<file path="src/rtl/sdram_init_pkg.sv">
// Shared types for the SDRAM power-up sequencer.
// Assumes a single-rank SDRAM command set on four active-low pins.
package sdram_init_pkg;

    // Command codes on {select, row strobe, column strobe, write}
    typedef enum logic [3:0] {
        CMD_MODE = 4'b0000,
        CMD_REF  = 4'b0001,
        CMD_PRE  = 4'b0010,
        CMD_NOP  = 4'b0111
    } sdram_cmd_e;

    typedef enum logic [2:0] {
        ST_SETTLE,
        ST_PRE,
        ST_PRE_GAP,
        ST_REF,
        ST_REF_GAP,
        ST_MODE,
        ST_MODE_GAP,
        ST_READY
    } init_state_e;

    // Burst length to its 3-bit code; 0 stands for full page
    function automatic logic [2:0] burst_code(input int len);
        case (len)
            1:       return 3'b000;
            2:       return 3'b001;
            4:       return 3'b010;
            8:       return 3'b011;
            default: return 3'b111;
        endcase
    endfunction

endpackage

</file>
<file path="src/rtl/sdram_init_timer.sv">
// Down-counter used for every wait of the sequencer.
// It comes out of reset holding RESET_VAL, so the settling wait starts by itself.
// A load sets a new value. The counter stops at zero, and 'zero' flags that state.
module sdram_init_timer #(
    parameter int CNT_W     = 16,
    parameter int RESET_VAL = 100
) (
    input  logic             clk,
    input  logic             rst_n,
    input  logic             load,
    input  logic [CNT_W-1:0] load_val,
    output logic             zero
);

    logic [CNT_W-1:0] cnt;

    // Count down towards zero, reload on request
    always_ff @(posedge clk) begin
        if (!rst_n) begin
            cnt <= CNT_W'(RESET_VAL);
        end else if (load) begin
            cnt <= load_val;
        end else if (cnt != '0) begin
            cnt <= cnt - 1'b1;
        end
    end

    assign zero = (cnt == '0);

    // an expired timer stays expired until reloaded
    a_r4_timer_stays_zero: assert property (@(posedge clk) disable iff (!rst_n)
        (zero && !load) |=> zero);

endmodule

</file>
<file path="src/rtl/sdram_mode_word.sv">
// Builds the mode-register word from elaboration-time parameters.
// Assumes ADDR_W >= 10. Unused and reserved bits are driven 0.
module sdram_mode_word
    import sdram_init_pkg::*;
#(
    parameter int ADDR_W           = 12,
    parameter int BURST_LEN        = 8,
    parameter bit BURST_INTERLEAVE = 1'b0,
    parameter int CAS_LAT          = 3,
    parameter bit SINGLE_WRITE     = 1'b0
) (
    output logic [ADDR_W-1:0] word
);

    localparam logic [2:0] BL_CODE  = burst_code(BURST_LEN);
    localparam logic [2:0] CAS_CODE = 3'(CAS_LAT);

    // Place each field; the bits from 10 upward stay zero
    always_comb begin
        word      = '0;
        word[2:0] = BL_CODE;
        word[3]   = BURST_INTERLEAVE;
        word[6:4] = CAS_CODE;
        word[8:7] = 2'b00;
        word[9]   = SINGLE_WRITE;
    end

endmodule

</file>
<file path="src/rtl/sdram_init_fsm.sv">
// Command-order state machine for the power-up sequence.
// The order is: settle, precharge, then refresh group and mode load in the
// order REF_BEFORE_MRS selects, then ready.
// Assumes every gap (T_RP, T_RFC, T_MRD) is at least 2 and REFRESH_COUNT >= 2.
// Each command state loads the timer with gap-2, so the next command comes
// exactly 'gap' cycles later.
module sdram_init_fsm
    import sdram_init_pkg::*;
#(
    parameter int CNT_W          = 16,
    parameter int REFRESH_COUNT  = 2,
    parameter bit REF_BEFORE_MRS = 1'b1,
    parameter int T_RP           = 3,
    parameter int T_RFC          = 8,
    parameter int T_MRD          = 2
) (
    input  logic             clk,
    input  logic             rst_n,
    input  logic             tmr_zero,
    output logic             tmr_load,
    output logic [CNT_W-1:0] tmr_val,
    output sdram_cmd_e       cmd,
    output logic             done
);

    localparam int REF_W = $clog2(REFRESH_COUNT + 1);

    init_state_e      state;
    logic [REF_W-1:0] ref_left;

    // Step through the sequence and count the refreshes still owed
    always_ff @(posedge clk) begin
        if (!rst_n) begin
            state    <= ST_SETTLE;
            ref_left <= REF_W'(REFRESH_COUNT);
        end else begin
            case (state)
                ST_SETTLE:   if (tmr_zero) state <= ST_PRE;
                ST_PRE:      state <= ST_PRE_GAP;
                ST_PRE_GAP:  if (tmr_zero) state <= REF_BEFORE_MRS ? ST_REF : ST_MODE;
                ST_REF: begin
                    ref_left <= ref_left - 1'b1;
                    state    <= ST_REF_GAP;
                end
                ST_REF_GAP:  if (tmr_zero) begin
                    if (ref_left != '0)      state <= ST_REF;
                    else if (REF_BEFORE_MRS) state <= ST_MODE;
                    else                     state <= ST_READY;
                end
                ST_MODE:     state <= ST_MODE_GAP;
                ST_MODE_GAP: if (tmr_zero) state <= REF_BEFORE_MRS ? ST_READY : ST_REF;
                default:     state <= ST_READY;
            endcase
        end
    end

    // Decode the command and the timer reload for each state
    always_comb begin
        cmd      = CMD_NOP;
        tmr_load = 1'b0;
        tmr_val  = '0;
        case (state)
            ST_PRE:  begin cmd = CMD_PRE;  tmr_load = 1'b1; tmr_val = CNT_W'(T_RP - 2);  end
            ST_REF:  begin cmd = CMD_REF;  tmr_load = 1'b1; tmr_val = CNT_W'(T_RFC - 2); end
            ST_MODE: begin cmd = CMD_MODE; tmr_load = 1'b1; tmr_val = CNT_W'(T_MRD - 2); end
            default: ;
        endcase
    end

    assign done = (state == ST_READY);

    // a refresh is only ever sent while one is still owed
    a_r5_ref_budget: assert property (@(posedge clk) disable iff (!rst_n)
        (cmd == CMD_REF) |-> (ref_left != '0));

    // ready is sticky until reset
    a_r9_done_sticky: assert property (@(posedge clk) disable iff (!rst_n)
        done |=> done);

endmodule

</file>
<file path="src/rtl/sdram_pwrup_seq.sv">
// SDRAM power-up initialization sequencer (top).
// It drives the memory command pins from reset until the device is ready.
// Assumes CLK_MHZ*SETTLE_US >= 1, every gap >= 2, REFRESH_COUNT >= 2, ADDR_W >= 11.
module sdram_pwrup_seq
    import sdram_init_pkg::*;
#(
    parameter int CLK_MHZ          = 100,
    parameter int SETTLE_US        = 200,
    parameter int REFRESH_COUNT    = 2,
    parameter bit REF_BEFORE_MRS   = 1'b1,
    parameter int T_RP             = 3,
    parameter int T_RFC            = 8,
    parameter int T_MRD            = 2,
    parameter int BURST_LEN        = 8,
    parameter bit BURST_INTERLEAVE = 1'b0,
    parameter int CAS_LAT          = 3,
    parameter bit SINGLE_WRITE     = 1'b0,
    parameter int ADDR_W           = 12,
    parameter int BANK_W           = 1
) (
    input  logic              clk,
    input  logic              rst_n,
    output logic              cmd_sel_n,
    output logic              cmd_row_n,
    output logic              cmd_col_n,
    output logic              cmd_wr_n,
    output logic              clk_en,
    output logic              data_mask,
    output logic [ADDR_W-1:0] mem_addr,
    output logic [BANK_W-1:0] mem_bank,
    output logic              ready
);

    localparam int SETTLE_CYC = CLK_MHZ * SETTLE_US;
    localparam int GAP_MAX    = (T_RP > T_RFC) ? ((T_RP > T_MRD) ? T_RP : T_MRD)
                                               : ((T_RFC > T_MRD) ? T_RFC : T_MRD);
    localparam int CNT_MAX    = (SETTLE_CYC > GAP_MAX) ? SETTLE_CYC : GAP_MAX;
    localparam int CNT_W      = $clog2(CNT_MAX + 1);
    localparam int ALL_BANK   = 10;

    logic             tmr_zero;
    logic             tmr_load;
    logic [CNT_W-1:0] tmr_val;
    sdram_cmd_e       cmd;
    logic             done;
    logic [ADDR_W-1:0] mode_word;

    sdram_init_timer #(
        .CNT_W     (CNT_W),
        .RESET_VAL (SETTLE_CYC - 1)
    ) u_timer (
        .clk      (clk),
        .rst_n    (rst_n),
        .load     (tmr_load),
        .load_val (tmr_val),
        .zero     (tmr_zero)
    );

    sdram_init_fsm #(
        .CNT_W          (CNT_W),
        .REFRESH_COUNT  (REFRESH_COUNT),
        .REF_BEFORE_MRS (REF_BEFORE_MRS),
        .T_RP           (T_RP),
        .T_RFC          (T_RFC),
        .T_MRD          (T_MRD)
    ) u_fsm (
        .clk      (clk),
        .rst_n    (rst_n),
        .tmr_zero (tmr_zero),
        .tmr_load (tmr_load),
        .tmr_val  (tmr_val),
        .cmd      (cmd),
        .done     (done)
    );

    sdram_mode_word #(
        .ADDR_W           (ADDR_W),
        .BURST_LEN        (BURST_LEN),
        .BURST_INTERLEAVE (BURST_INTERLEAVE),
        .CAS_LAT          (CAS_LAT),
        .SINGLE_WRITE     (SINGLE_WRITE)
    ) u_mode (
        .word (mode_word)
    );

    // Drive the pins: command code, all-bank flag or mode word, static enables
    always_comb begin
        {cmd_sel_n, cmd_row_n, cmd_col_n, cmd_wr_n} = cmd;
        mem_addr = '0;
        if (cmd == CMD_PRE)  mem_addr[ALL_BANK] = 1'b1;
        if (cmd == CMD_MODE) mem_addr = mode_word;
    end

    assign mem_bank  = '0;
    assign clk_en    = 1'b1;
    assign data_mask = ~done;
    assign ready     = done;

    // every command is followed by at least one NOP
    a_r4_cmd_spacing: assert property (@(posedge clk) disable iff (!rst_n)
        (cmd != CMD_NOP) |=> (cmd == CMD_NOP));

    // once ready, the pins stay quiet
    a_r9_quiet_after_ready: assert property (@(posedge clk) disable iff (!rst_n)
        ready |=> (cmd == CMD_NOP && mem_addr == '0));

    // ready never rises in the same cycle as a command
    a_r9_rise_on_nop: assert property (@(posedge clk) disable iff (!rst_n)
        $rose(ready) |-> (cmd == CMD_NOP && $past(cmd) == CMD_NOP));

endmodule

</file>
<file path="config.mk">
export PLATFORM = sky130hd
export DESIGN_NAME = sdram_pwrup_seq
export DESIGN_NICKNAME = d
export VERILOG_FILES = /design/src/rtl/sdram_init_pkg.sv /design/src/rtl/sdram_init_timer.sv /design/src/rtl/sdram_mode_word.sv /design/src/rtl/sdram_init_fsm.sv /design/src/rtl/sdram_pwrup_seq.sv
export SDC_FILE = /design/constraint.sdc
export NUM_CORES = 1
export LEC_CHECK = 0
export BUFFER_PORTS_ARGS = -buffer_cell sky130_fd_sc_hd__buf_2
export CORE_ASPECT_RATIO = 0.7
export CORE_MARGIN = 4
export CORE_UTILIZATION = 54
export DETAILED_ROUTE_END_ITERATION = 8
export PLACE_DENSITY = 0.84
export SETUP_SLACK_MARGIN = 0.05
export SYNTH_ARGS = -nofsm -noshare
export SYNTH_HDL_FRONTEND = slang
export SYNTH_SLANG_ARGS = --single-unit
</file>
<file path="constraint.sdc">
create_clock -name clk -period 2.57 [get_ports clk]
set_input_delay 0.3855 -clock clk [delete_from_list [all_inputs] [get_ports clk]]
set_output_delay 0.3855 -clock clk [all_outputs]
set_load 0.05 [all_outputs]
</file>
Yosys cells after proc, flatten, opt, wreduce, memory -nomap -nowiden

Cells that the tools add are included.

Output and inout port bits: 20
Bits in registers: 20
Input bits: 2
Word-level logic and storage cells: 39

Eq/ne operators: 12
Reductions and logical operators: 8
$add $sub $neg: 2
Multiplexer cells: 13
Bitwise logic cells: 1

Operator list:

| cell                                                                 | count |
|---|---|
| 15-bit two-way mux                                                   | 2 |
| 3-bit one-hot mux with 7 select lines                                | 1 |
| 15-bit zero test                                                     | 1 |
| 3-bit two-way mux                                                    | 5 |
| 15-bit nonzero test                                                  | 1 |
| 15-bit by 1-bit subtractor with 15-bit output, second input constant | 1 |
| 3-bit == test, second input constant                                 | 4 |
| 11-bit two-way mux                                                   | 1 |
| 3-bit one-hot mux with 3 select lines                                | 1 |
| 2-bit inequality test, second input constant                         | 4 |
| 3-bit by 2-bit == test with 1-bit output, second input constant      | 2 |
| 3-bit one-hot mux with 2 select lines                                | 1 |
| 4-bit by 2-bit == test with 1-bit output, second input constant      | 1 |
| 4-bit zero test                                                      | 1 |
| 4-bit AND reduction                                                  | 1 |
| 2-bit nonzero test                                                   | 2 |
| 3-bit by 1-bit == test with 1-bit output, second input constant      | 1 |
| 3-bit zero test                                                      | 1 |
| 3-bit OR reduction                                                   | 1 |
| 1-bit two-way mux                                                    | 2 |
| 2-bit by 1-bit subtractor with 2-bit output, second input constant   | 1 |
| 1-bit NOT                                                            | 1 |

Depth between registers and ports, before layout

Depth in word-level cells: 5
Gate-level depth with buffers: 7
Mapped depth without buffers: 6

By module

A second synthesis with hierarchy kept.

Cell total of the unflattened synthesis: 196
Area total of the unflattened synthesis: 1511.4 um^2

By module, submodules not included:

| module           | area an instance (um^2) | instances | sequential area each (um^2) | cells an instance |
|---|---|---|---|---|
| sdram_init_timer | 882.1                   | 1         | 300.3                       | 112 |
| sdram_init_fsm   | 406.6                   | 1         | 100.1                       | 50 |
| sdram_pwrup_seq  | 125.1                   | 1         | 0.0                         | 20 |
| sdram_mode_word  | 97.6                    | 1         | 0.0                         | 14 |

Worst setup path after synthesis

Ideal clock, no wire load.

Path type: register -> register
Start point: register u_fsm.state[0]
End point: register u_timer.cnt[0]
Cell stages (with the launch flop): 7
Path slack: 0.342 ns
Buffers on the path: 2
Library setup time: 0.134 ns
Data arrival time: 2.094 ns
Period minus slack after synthesis: 2.228 ns
Required time: 2.436 ns
Cell sequence: dfxtp_1 > clkbuf_1 > a21boi_1 > inv_2 > clkbuf_1 > and3_1 > or4_1

Word-level cells in the longest chain between the ends: 4
Elaborated cells on any way between the ends: 8
Those cells by class: eq/ne (3); mux (3); reduce/logical (2)

Ends and longest elaborated chain:

| element                                                                | line                   | RTL |
|---|---|---|
| start: declaration                                                     | sdram_init_fsm.sv:28   | `init_state_e state;` |
| start signal: assignment                                               | sdram_init_fsm.sv:40   | `ST_PRE_GAP: if (tmr_zero) state <= REF_BEFORE_MRS ? ST_REF : ST_MODE;` |
| start signal: assignment                                               | sdram_init_fsm.sv:51   | `ST_MODE_GAP: if (tmr_zero) state <= REF_BEFORE_MRS ? ST_READY : ST_REF;` |
| 3-bit by 1-bit == test with 1-bit output, or another cell as far along | sdram_init_fsm.sv:62   | `case (state)` |
| 3-bit OR reduction (no source line)                                    | n/a                    |  |
| 1-bit two-way mux                                                      | sdram_init_fsm.sv:62   |  |
| 15-bit two-way mux or 2-bit nonzero test (tied branches)               | n/a                    |  |
| end signal: assignment                                                 | sdram_init_timer.sv:20 | `cnt <= CNT_W'(RESET_VAL);` |
| end signal: assignment                                                 | sdram_init_timer.sv:22 | `cnt <= load_val;` |
| end signal: assignment                                                 | sdram_init_timer.sv:24 | `cnt <= cnt - 1'b1;` |
| end: declaration                                                       | sdram_init_timer.sv:15 | `logic [CNT_W-1:0] cnt;` |

Several ways; a longest one is shown, not always the timed one.
A chain may end at the register's enable or synchronous reset.

Worst setup path after layout

Start point: register u_timer.cnt[3]
End point: register u_timer.cnt[12]

Word-level cells in the longest chain between the ends: 3
Elaborated cells on any way between the ends: 5
Those cells by class: add/sub (1); mux (2); reduce/logical (2)

Ends and longest elaborated chain:

| element                                       | line                   | RTL |
|---|---|---|
| 15-bit by 1-bit subtractor with 15-bit output | sdram_init_timer.sv:24 |  |
| 15-bit two-way mux                            | sdram_init_timer.sv:23 | `end else if (cnt != '0) begin` |
| 15-bit two-way mux                            | sdram_init_timer.sv:21 | `end else if (load) begin` |

Several ways; a longest one is shown, not always the timed one. The select of a mux whose other input is x is not followed.

==> impl_metrics.csv <==
group,metric,value,unit
clock_network,cts_tree,"yes",
clock_network,root_buffer,"clkbuf_4",
global_route,grt_pass1_vias,890,
setup_path,startpoint_type,"register",
synth,netlist.area_leader.share,0.3448,
detailed_routing,routed_wl,2562,um
detailed_routing,vias_per_cell,5.983,
setup_path,crit_required,2.82,ns
clock_network,clk_latency,0.31,ns
synth,netlist_area,1161,um2
floorplan,coreArea,1952,um2
layout,stdcell_area,1224,um2
clock_network,hold_buffers,0,
synth,ys.flop_type,"dfxtp_1",
clock_network,postCtsSetupBuffers,0,
clock_network,cts.sinks,20,
sta,setup_violations,0,
floorplan,fp.dieW,63.43,um
outcome,status,"finished, final reports clean",
power,p_per_area,515.7,nW/um2
placement,globalplace.congestion,0.8288,
sta,fin_worst_skew,0.004871,ns
layout,drive_above_1_share,0.1600,
setup_path,critPathMaxFanout,7,
layout,syn2layout_area_growth,5.388,%
clock_network,clock_path_buffers,2,
setup_path,r2r_end,"u_timer.cnt[12]$_SDFFE_PN0P_",
floorplan,fp.dieH,46.80,um
setup_path,critPathKind,"register to register",
layout,seq_area,400.4,um2
detailed_routing,route.vias.total,1029,
job,drv_cap,0,
floorplan,start_util,0.5949,
detailed_routing,antenna_left,0,
layout,layout_commonest_cell,"dfxtp_1",
power,p_leak,0.5076,nW
synth,synth_edf_count,0,
hold_path,hold_path.class,"input pin to register",
global_route,gr-usage-all-layers,0.1848,
detailed_routing,drc,0,
synth,yosysWarnings,0,
global_route,antenna_found_initial,0,
clock_network,cts_buffers,3,
detailed_routing,dr.pass1.iters,4,
setup_path,crit_start,"u_timer.cnt[3]$_SDFFE_PN1P_",
synth,synth_top_cell_by_area,"dfxtp_1",
floorplan,num_rows,13,
layout,final_cell_mix,"dfxtp_1 (20), buf_2 (11), conb_1 (10)",
detailed_routing,drt-initial-drc-count,79,
clock_network,htreeDepth,1,
sta,max_freq,0.4563,GHz
layout,fill_cells,173,
setup_path,critPathCapture,"u_timer.cnt[12]$_SDFFE_PN0P_",
setup_path,reg2reg_from,"u_timer.cnt[3]$_SDFFE_PN1P_",
sta,setup_tns,0,ns
placement,io_buffers,11,
synth,yosys_register_bits,20,
setup_path,cp-end-kind,"register",
layout,multi_input_area,628.1,um2
placement,hpwl,1929,um
synth,synthTopCellsByArea,"dfxtp_1 (34%), buf_4 (8.4%), or4_1 (4.5%)",
synth,synth_async_sr_flop_share,0,
synth,synthCells,144,
synth,synth.distinct_cells,42,
power,vdd_drop_max,0.3348,mV
setup_path,r2r_cells,4,
global_route,grt_max_degree,14,
synth,syn_area_per_cell,8.063,um2
sta,maxSlewViolCount,0,
floorplan,pin_count,22,
setup_path,r2r_slack,0.38,ns
sta,fin_crit_sh,0.8527,
global_route,grt.overflow.total,0,
layout,num_antenna_cells,0,
setup_path,arrival,2.44,ns
floorplan,die_area,2968,um2
sta,min_period,2.191,ns
global_route,grt_pass1_wl,4174,um
sta,hold_viol_final,0,
sta,rsz0062_at_grt,"no",
clock_network,clkTransAtPathRegs,0.12,ns
detailed_routing,post_drt_wl_per_cell,14.90,um
placement,placed_area,1171,um2
synth,yosysSeqAreaShare,0.3448,
layout,fin_nets,155,
clock_network,cts_resized,0,
[per-layer routing]
metal | track usage | vias up | share of wire
met1 | 0.2303 | 462 | 0.43
li1 | - | 513 | -
met4 | 0.06867 | 0 | 0.012
met2 | 0.3237 | 50 | 0.46
met3 | 0.04306 | 4 | 0.091
met5 | 0 | - | 0
[critical path, cell delays in order, from the launching register on]
cell     delay, ns
dfxtp_1       0.37
or4_1         0.59
or4_4         0.51
or4_1         0.50
a21oi_1       0.15
[sequential cells by signal (all words and copies together) (netlist names)]
| name | cells |
|---|---|
| u_fsm.ref_left | 2 |
| u_fsm.state | 3 |
| u_timer.cnt | 15 |
[cell usage after synthesis, types with 3 or more instances]
library cell	n
nand2_1	9
o211ai_1	5
dfxtp_1	20
nand2b_1	3
clkbuf_1	6
o21ai_0	5
or3_1	5
a21oi_1	9
o31ai_1	3
nor2_1	9
nor4_1	4
or4_1	7
inv_1	8
nor3_1	3
buf_4	13
[where the power goes]
group	internal [mW]	switching, mW
clock	0.158	0.102
sequential	0.314	0.00327
combinational	0.00863	0.0456
total	0.480	0.151
[kinds of logic after synthesis]
| kind of cell | count (synthesis) | synth area share |
|---|---|---|
| other cells | 2 | 0.006468 |
| fa+ha+maj | 2 | 0.02155 |
| simple gates | 52 | 0.2608 |
| compound gates | 34 | 0.1940 |
| flops | 20 | 0.3448 |
| buf+inv | 30 | 0.1401 |
| mux | 2 | 0.01724 |
| xor+xnor | 2 | 0.01509 |
[layout make-up]
class	count	share of cell area
clock buffers	3	0.01840
clock inverters	1	0.02454
inverters	10	0.03067
multi-input cells	102	0.5133
flip-flops and latches	20	0.3272
well taps	22	0.02249
repair buffers	14	0.06339
[stage by stage]
step,hold WS (ns),setup slack (ns),std cells,total power [mW],util
6_report,0.3321,0.3787,172,0.6310,0.6269
5_1_grt,0.3148,0.2591,172,0.6572,0.6269
4_1_cts,0.3173,0.3919,172,0.6379,0.6269
3_5_place_dp,0.4772,0.4154,168,0.3772,0.6000
3_3_place_gp,0.4625,0.4529,168,0.3763,0.6000
2_1_floorplan,0.4526,0.3423,152,0.3832,-
[worst min path at each step]
stage                     slack (ns)                   startpoint  depth (start not counted)                            to
final                           0.33                        rst_n                          2  u_timer.cnt[14]$_SDFFE_PN1P_
after global routing            0.31                        rst_n                          2  u_timer.cnt[14]$_SDFFE_PN1P_
after CTS                       0.32                        rst_n                          2  u_timer.cnt[14]$_SDFFE_PN1P_
after detailed placement        0.48  u_timer.cnt[6]$_SDFFE_PN0P_                          2   u_timer.cnt[6]$_SDFFE_PN0P_
after global placement          0.46  u_timer.cnt[6]$_SDFFE_PN0P_                          2   u_timer.cnt[6]$_SDFFE_PN0P_
after floorplan                 0.45  u_timer.cnt[6]$_SDFFE_PN0P_                          2   u_timer.cnt[6]$_SDFFE_PN0P_
Power figures use the tool's default switching activity.
